File: src/rtl/irq_pair_pkg.sv
package irq_pair_pkg;

   typedef enum logic [1:0] {
      CMD_BASE = 2'd0,
      CMD_MASK = 2'd1,
      CMD_EOS  = 2'd2
   } irq_cmd_e;

   localparam int unsigned CTRL_LINES = 8;

   // one-hot of the lowest set bit, zero when none is set
   function automatic logic [CTRL_LINES-1:0] lowest_one(input logic [CTRL_LINES-1:0] v);
      logic [CTRL_LINES-1:0] r;
      r = '0;
      for (int i = CTRL_LINES - 1; i >= 0; i--) begin
         if (v[i]) r = CTRL_LINES'(1) << i;
      end
      return r;
   endfunction

endpackage

File: src/rtl/irq_prio_pick.sv
module irq_prio_pick #(
   parameter int unsigned N  = 8,
   parameter int unsigned IW = $clog2(N)
) (
   input  logic [N-1:0]  req_i,
   input  logic [N-1:0]  isr_i,
   output logic          any_o,
   output logic [IW-1:0] idx_o
);

   if (N < 2) begin : g_bad_n
      $error("irq_prio_pick: N must be at least 2");
   end

   logic blocked;

   // scan from highest priority (index 0); an in-service bit stops the scan
   always_comb begin
      any_o   = 1'b0;
      idx_o   = '0;
      blocked = 1'b0;
      for (int i = 0; i < N; i++) begin
         if (!blocked && !any_o) begin
            if (isr_i[i]) begin
               blocked = 1'b1;
            end else if (req_i[i]) begin
               any_o = 1'b1;
               idx_o = IW'(i);
            end
         end
      end
   end

endmodule

File: src/rtl/irq_ctrl_core.sv
module irq_ctrl_core
   import irq_pair_pkg::*;
#(
   parameter int unsigned LINES       = 8,
   parameter int unsigned VEC_W       = 8,
   parameter bit          IS_PRIMARY  = 1'b1,
   parameter logic [LINES-1:0] CASCADE_MAP = '0,
   parameter int unsigned OWN_ID      = 2,
   localparam int unsigned IDX_W      = $clog2(LINES)
) (
   input  logic             clk,
   input  logic             rst_n,
   input  logic [LINES-1:0] line_i,
   input  logic [LINES-1:0] level_i,
   input  logic             wr_en_i,
   input  irq_cmd_e         wr_cmd_i,
   input  logic [VEC_W-1:0] wr_data_i,
   input  logic             inta_i,
   input  logic [IDX_W-1:0] cas_i,
   output logic             int_o,
   output logic [IDX_W-1:0] cas_o,
   output logic [VEC_W-1:0] vec_o,
   output logic             vec_vld_o
);

   localparam int unsigned BASE_W = VEC_W - IDX_W;

   if ((1 << IDX_W) != LINES || LINES != CTRL_LINES) begin : g_bad_lines
      $error("irq_ctrl_core: LINES must equal the package line count, a power of two");
   end
   if (VEC_W <= IDX_W || VEC_W < LINES) begin : g_bad_vec
      $error("irq_ctrl_core: VEC_W too narrow");
   end
   if (OWN_ID >= LINES) begin : g_bad_id
      $error("irq_ctrl_core: OWN_ID out of range");
   end

   logic [LINES-1:0]  line_q, irr_q, isr_q, imr_q;
   logic [BASE_W-1:0] base_q;
   logic              inta_q, phase_q;
   logic [IDX_W-1:0]  pick_q;
   logic              pick_vld_q;

   logic              cand_any;
   logic [IDX_W-1:0]  cand_idx;
   logic              ack_rise, ack_fall;
   logic              commit_now, commit_vld, respond;
   logic [IDX_W-1:0]  commit_idx;
   logic [LINES-1:0]  set_mask, eos_clr, irr_next;

   irq_prio_pick #(.N(LINES), .IW(IDX_W)) u_pick (
      .req_i (irr_q & ~imr_q),
      .isr_i (isr_q),
      .any_o (cand_any),
      .idx_o (cand_idx)
   );

   assign int_o    = cand_any;
   assign ack_rise = inta_i & ~inta_q;
   assign ack_fall = ~inta_i & inta_q;

   // variant: where the in-service commit happens and who answers pulse two
   if (IS_PRIMARY) begin : g_primary
      logic [IDX_W-1:0] cas_q;
      logic             to_cascade;

      assign to_cascade = pick_vld_q && CASCADE_MAP[pick_q];
      assign commit_now = ack_rise && !phase_q;
      assign commit_idx = cand_idx;
      assign commit_vld = cand_any;
      assign respond    = !to_cascade;
      assign cas_o      = cas_q;

      always_ff @(posedge clk or negedge rst_n) begin
         if (!rst_n) begin
            cas_q <= '0;
         end else if (ack_fall) begin
            cas_q <= (!phase_q && to_cascade) ? pick_q : '0;
         end
      end
   end else begin : g_secondary
      logic done_q;
      logic selected;

      assign selected   = (cas_i == IDX_W'(OWN_ID));
      assign commit_now = phase_q && selected && !done_q;
      assign commit_idx = pick_q;
      assign commit_vld = pick_vld_q;
      assign respond    = selected;
      assign cas_o      = '0;

      always_ff @(posedge clk or negedge rst_n) begin
         if (!rst_n) begin
            done_q <= 1'b0;
         end else if (ack_fall && phase_q) begin
            done_q <= 1'b0;
         end else if (commit_now) begin
            done_q <= 1'b1;
         end
      end
   end

   always_comb begin
      set_mask = '0;
      if (commit_now && commit_vld) set_mask[commit_idx] = 1'b1;
      eos_clr = (wr_en_i && wr_cmd_i == CMD_EOS) ? lowest_one(isr_q) : '0;
      for (int i = 0; i < LINES; i++) begin
         irr_next[i] = level_i[i] ? line_i[i] : (irr_q[i] | (line_i[i] & ~line_q[i]));
      end
      irr_next = irr_next & ~set_mask;
   end

   always_ff @(posedge clk or negedge rst_n) begin
      if (!rst_n) begin
         line_q     <= '0;
         irr_q      <= '0;
         isr_q      <= '0;
         imr_q      <= '1;
         base_q     <= '0;
         inta_q     <= 1'b0;
         phase_q    <= 1'b0;
         pick_q     <= '0;
         pick_vld_q <= 1'b0;
         vec_o      <= '0;
         vec_vld_o  <= 1'b0;
      end else begin
         line_q    <= line_i;
         irr_q     <= irr_next;
         isr_q     <= (isr_q & ~eos_clr) | set_mask;
         inta_q    <= inta_i;
         vec_vld_o <= 1'b0;
         if (wr_en_i && wr_cmd_i == CMD_MASK) imr_q  <= wr_data_i[LINES-1:0];
         if (wr_en_i && wr_cmd_i == CMD_BASE) base_q <= wr_data_i[VEC_W-1:IDX_W];
         if (ack_fall) phase_q <= ~phase_q;
         if (ack_rise && !phase_q) begin
            pick_q     <= cand_idx;
            pick_vld_q <= cand_any;
         end
         if (ack_rise && phase_q && respond) begin
            vec_o     <= {base_q, (pick_vld_q ? pick_q : {IDX_W{1'b1}})};
            vec_vld_o <= 1'b1;
         end
      end
   end

endmodule

File: src/rtl/cascaded_irq_pair.sv
module cascaded_irq_pair
   import irq_pair_pkg::*;
#(
   parameter int unsigned LINES       = 8,
   parameter int unsigned VEC_W       = 8,
   parameter int unsigned SLAVE_INPUT = 2,
   localparam int unsigned IDX_W      = $clog2(LINES),
   localparam int unsigned ALL_W      = 2 * LINES
) (
   input  logic             clk,
   input  logic             rst_n,
   input  logic [ALL_W-1:0] irq_i,
   input  logic [ALL_W-1:0] level_i,
   input  logic             wr_en_i,
   input  logic             wr_sel_i,
   input  logic [1:0]       wr_cmd_i,
   input  logic [VEC_W-1:0] wr_data_i,
   input  logic             inta_i,
   output logic             intr_o,
   output logic [IDX_W-1:0] cas_o,
   output logic [VEC_W-1:0] vec_o,
   output logic             vec_valid_o
);

   localparam logic [LINES-1:0] CAS_MAP = LINES'(1) << SLAVE_INPUT;

   if (SLAVE_INPUT >= LINES) begin : g_bad_slot
      $error("cascaded_irq_pair: SLAVE_INPUT out of range");
   end

   irq_cmd_e         cmd;
   logic             sec_int;
   logic [LINES-1:0] pri_lines, pri_level;
   logic [IDX_W-1:0] sec_cas_unused;
   logic [VEC_W-1:0] pri_vec, sec_vec;
   logic             pri_vld, sec_vld;

   assign cmd = irq_cmd_e'(wr_cmd_i);

   always_comb begin
      pri_lines = irq_i[LINES-1:0];
      pri_level = level_i[LINES-1:0];
      pri_lines[SLAVE_INPUT] = sec_int;
      pri_level[SLAVE_INPUT] = 1'b1;
   end

   irq_ctrl_core #(
      .LINES(LINES), .VEC_W(VEC_W), .IS_PRIMARY(1'b1),
      .CASCADE_MAP(CAS_MAP), .OWN_ID(0)
   ) u_primary (
      .clk       (clk),
      .rst_n     (rst_n),
      .line_i    (pri_lines),
      .level_i   (pri_level),
      .wr_en_i   (wr_en_i && !wr_sel_i),
      .wr_cmd_i  (cmd),
      .wr_data_i (wr_data_i),
      .inta_i    (inta_i),
      .cas_i     ('0),
      .int_o     (intr_o),
      .cas_o     (cas_o),
      .vec_o     (pri_vec),
      .vec_vld_o (pri_vld)
   );

   irq_ctrl_core #(
      .LINES(LINES), .VEC_W(VEC_W), .IS_PRIMARY(1'b0),
      .CASCADE_MAP('0), .OWN_ID(SLAVE_INPUT)
   ) u_secondary (
      .clk       (clk),
      .rst_n     (rst_n),
      .line_i    (irq_i[ALL_W-1:LINES]),
      .level_i   (level_i[ALL_W-1:LINES]),
      .wr_en_i   (wr_en_i && wr_sel_i),
      .wr_cmd_i  (cmd),
      .wr_data_i (wr_data_i),
      .inta_i    (inta_i),
      .cas_i     (cas_o),
      .int_o     (sec_int),
      .cas_o     (sec_cas_unused),
      .vec_o     (sec_vec),
      .vec_vld_o (sec_vld)
   );

   assign vec_valid_o = pri_vld | sec_vld;
   assign vec_o       = pri_vld ? pri_vec : sec_vec;

endmodule

File: config.mk
export PLATFORM = sky130hd
export DESIGN_NAME = cascaded_irq_pair
export DESIGN_NICKNAME = d
export VERILOG_FILES = /design/src/rtl/irq_pair_pkg.sv /design/src/rtl/irq_prio_pick.sv /design/src/rtl/irq_ctrl_core.sv /design/src/rtl/cascaded_irq_pair.sv
export SDC_FILE = /design/constraint.sdc
export NUM_CORES = 1
export LEC_CHECK = 0
export BUFFER_PORTS_ARGS = -buffer_cell sky130_fd_sc_hd__buf_2
export CAP_MARGIN = 0
export CORE_MARGIN = 2
export CORE_UTILIZATION = 40
export CTS_BUF_LIST = sky130_fd_sc_hd__clkbuf_4 sky130_fd_sc_hd__clkbuf_8
export CTS_CLUSTER_DIAMETER = 30
export DETAILED_ROUTE_END_ITERATION = 6
export PLACE_DENSITY = 0.68
export SLEW_MARGIN = 20
export SYNTH_ARGS = -nofsm -noshare
export SYNTH_HDL_FRONTEND = slang
export SYNTH_SLANG_ARGS = --single-unit
export TNS_END_PERCENT = 1
File: constraint.sdc
create_clock -name clk -period 2.53 [get_ports clk]
set_input_delay 0.253 -clock clk [delete_from_list [all_inputs] [get_ports clk]]
set_output_delay 0.253 -clock clk [all_outputs]
set_load 0.005 [all_outputs]
==> results.ini <==
[setup_path]
crit_chain = or4_4 > a2111oi_4 > o21ai_1 > nand3_2 > buf_2
endpoint = intr_o
reg2reg_to = u_primary.irr_q[7]
worstSetupEndpointType = primary output
critPathLaunch = u_primary.isr_q[1]
startpoint_type = flop
worstPathArrival_ps = 2150
cp_slowest_cell = or4_4
slowest_delay_ps = 560
worst-path-max-fanout = 9
worstPathRequired_ps = 2280
r2r_setup_slack_ps = 230
reg2reg_depth = 6
path_class = reg2out
r2r_start = u_primary.isr_q[1]

[hold_path]
min_path_type = in2reg
holdPathStages = 3

[global_route]
grt_pass1_wl_um = 17400
grt_overflow = 0
grt_max_degree = 70
grt_pass1_vias = 3470
grt_usage_pct = 17.5
grt_antenna_before_repair = 0

[final_layout]
layout_common_cells = dfrtp_1, buf_2, mux2_2
multi_input_area_um2 = 1910
nFillCells = 1089
nets = 547
instances_no_fill = 648
ff_latch_area_um2 = 2670
area_delta_synth_final_pct = 19.4
final_area_um2 = 5610
layout_commonest_cell = dfrtp_1
n_antenna_cell = 0
drive_gt1_share_pct = 30.9

[synth]
syn-instance-count = 416
syn_nets = 463
yosys_most_used_dff = dfrtp_1
async_reset_ff_share_pct = 100
synth.cell_area_um2 = 4700
yosys_register_bits = 106
yosysSeqAreaShare_pct = 56.9
ys_types = 57
ys_warn_count = 0
synth_edf_count = 0
syn_avg_cell_area_um2 = 11.3

[timing]
fin_crit_ps = 2400
hold_violations = 0
min_period_over_period_pct = 95.0
setup-tns-final_ps = 0
setup_viol = 0
drv_slew = 0
tightest_slew_ps = 677
max_slew_margin_pct = 54.3
grt_setup_unrepaired = false
clock.fmax_mhz = 416
skew_ps = 9.81

[floorplan]
fp.dieH_um = 112
rows = 39
initial_core_util_pct = 41.2
chipWidth_um = 112
dieArea_um2 = 12600
core_um2 = 11400
pin_count = 60

[placement]
gp_congestion = 0.819
place_inst = 615
portBuffers = 57
dp_hpwl_um = 7270
place_area_um2 = 5190

[cts]
clk_latency_ps = 380
cts.sinks = 106
h-tree-depth = 3
cts_buffers = 9
cts_root_buf = clkbuf_8
clkTransAtPathRegs_ps = 90
clock_path_buffers = 2
cts_tree = yes

[power]
irDropWorstVdd_v = 0.000371
clkPwrFrac_pct = 25.2
switching_share_pct = 30.9
p_leak_uw = 0.00254
seqPwrFrac_pct = 49.3
p_per_area_nw_per_um2 = 885
p_comb_share_pct = 25.6
power.switching_uw = 1540
p_int_uw = 3430

[routing]
dr.pass1.iters = 5
routed_via_density = 5.21
ant_nets = 0
wl_per_cell_um = 15.6
wirelength_um = 10100
drc = 0
route.vias.total = 3375
drt_first_iter_violations = 227

[status]
outcome = finished clean

[run]
maxCapViolCount = 0

==> cells in the mapped netlist (3+ instances only) <==
master     instances  area (um^2)
o31ai_1            5         37.5
nand3_1            7         35.0
nand2_1           33          124
nor3b_1            8         60.1
nor4b_1            3         26.3
dfrtp_1           90         2250
a21oi_1           19         95.1
a21o_1             3         22.5
and2_1             3         18.8
o21ai_0           25          125
o21ai_1            6         30.0
a2bb2oi_1          3         26.3
inv_1             21         78.8
nor3_1             7         35.0
a21boi_0           6         45.0
dfstp_2           16          420
or3b_2             3         26.3
a22o_1             3         26.3
or2_2              3         18.8
nor2b_1           11         68.8
mux2_2            40          450
nand2b_1          22          138
a31oi_1            6         37.5
or3_1              4         25.0
nor2_1            24         90.1
clkbuf_1           5         18.8
==> worst min path at each step <==
| stage | start | to | slack [ps] |
|---|---|---|---|
| global placement | rst_n | u_secondary.line_q[2] | 250 |
| floorplan | rst_n | u_primary.base_q[0] | -40 |
| global route | level_i[14] | u_secondary.irr_q[6] | 120 |
| CTS | level_i[4] | u_primary.irr_q[4] | 110 |
| finish | level_i[4] | u_primary.irr_q[4] | 120 |
| detailed placement | rst_n | u_secondary.line_q[2] | 260 |
==> worst max-delay path, delay by kind of cell, from the launching register on <==
family | cells | cell delay (ps)
buf+inv | 1 | 120
flops | 1 | 470
simple gates | 2 | 680
compound gates | 2 | 520
==> cell type report <==
class	count	share of cell area [%]
clock buffer	11	2.47
clock inverter	5	1.83
inverter	22	1.47
multi-input combinational	279	34.0
sequential	106	47.6
tap	143	3.19
timing repair buffer	82	9.45
==> state kept, by name, summed over array words and instances (netlist names), 8 cells and up <==
signal,count
u_secondary.irr_q,8
u_secondary.vec_o,8
u_primary.irr_q,8
u_primary.isr_q,8
u_primary.imr_q,8
u_secondary.line_q,8
u_secondary.imr_q,8
u_secondary.isr_q,8
u_primary.vec_o,8
==> power groups by stage <==
stage / clock (uW) / sequential, uW / combinational, uW
after floorplan: 0 / 2320 / 971
final: 1250 / 2450 / 1270
after global placement: 0 / 2460 / 1210
after CTS: 1290 / 2450 / 1270
after detailed placement: 0 / 2480 / 1240
after global routing: 1350 / 2520 / 1430
==> through the flow <==
step / total power [uW] / utilization, % / hold WS (ps) / setup WS [ps]
global route: 5300 / 49.2 / 124 / 3.87
CTS: 5010 / 49.1 / 106 / 41.5
finish: 4970 / 49.2 / 123 / 126
detailed placement: 3720 / 45.5 / 258 / 239
floorplan: 3290 / - / -42.6 / 375
global placement: 3670 / 45.5 / 251 / 285
==> routing by layer <==
layer	vias to the layer above	share of wire (%)	wire length, um	global-route usage, %
met2	81	46	4620	26.6
li1	1632	-	-	-
met3	16	4.5	454	4.32
met4	0	1.8	181	5.85
met1	1646	48	4860	24.7
met5	-	0	0	0
==> logic make-up after synthesis <==
logic type	Yosys count	share of synthesized area (%)
DFF	106	56.9
and+or+nand+nor	145	17.3
AOI/OAI and AO/OA	92	13.2
xor gates and xnor gates	2	0.373
muxes	40	9.58
buffers and inverters	31	2.69
==> what timing repair did <==
| item | in CTS | in global routing |
|---|---|---|
| endpoints found under the setup margin | 0 | 1 |
| gates resized for setup | 0 | 2 |
| hold endpoints to repair | 43 | 0 |
| buffers inserted | 0 | 0 |
| hold buffers | 17 | 0 |
Note: power is estimated with default switching activity, not from simulation.
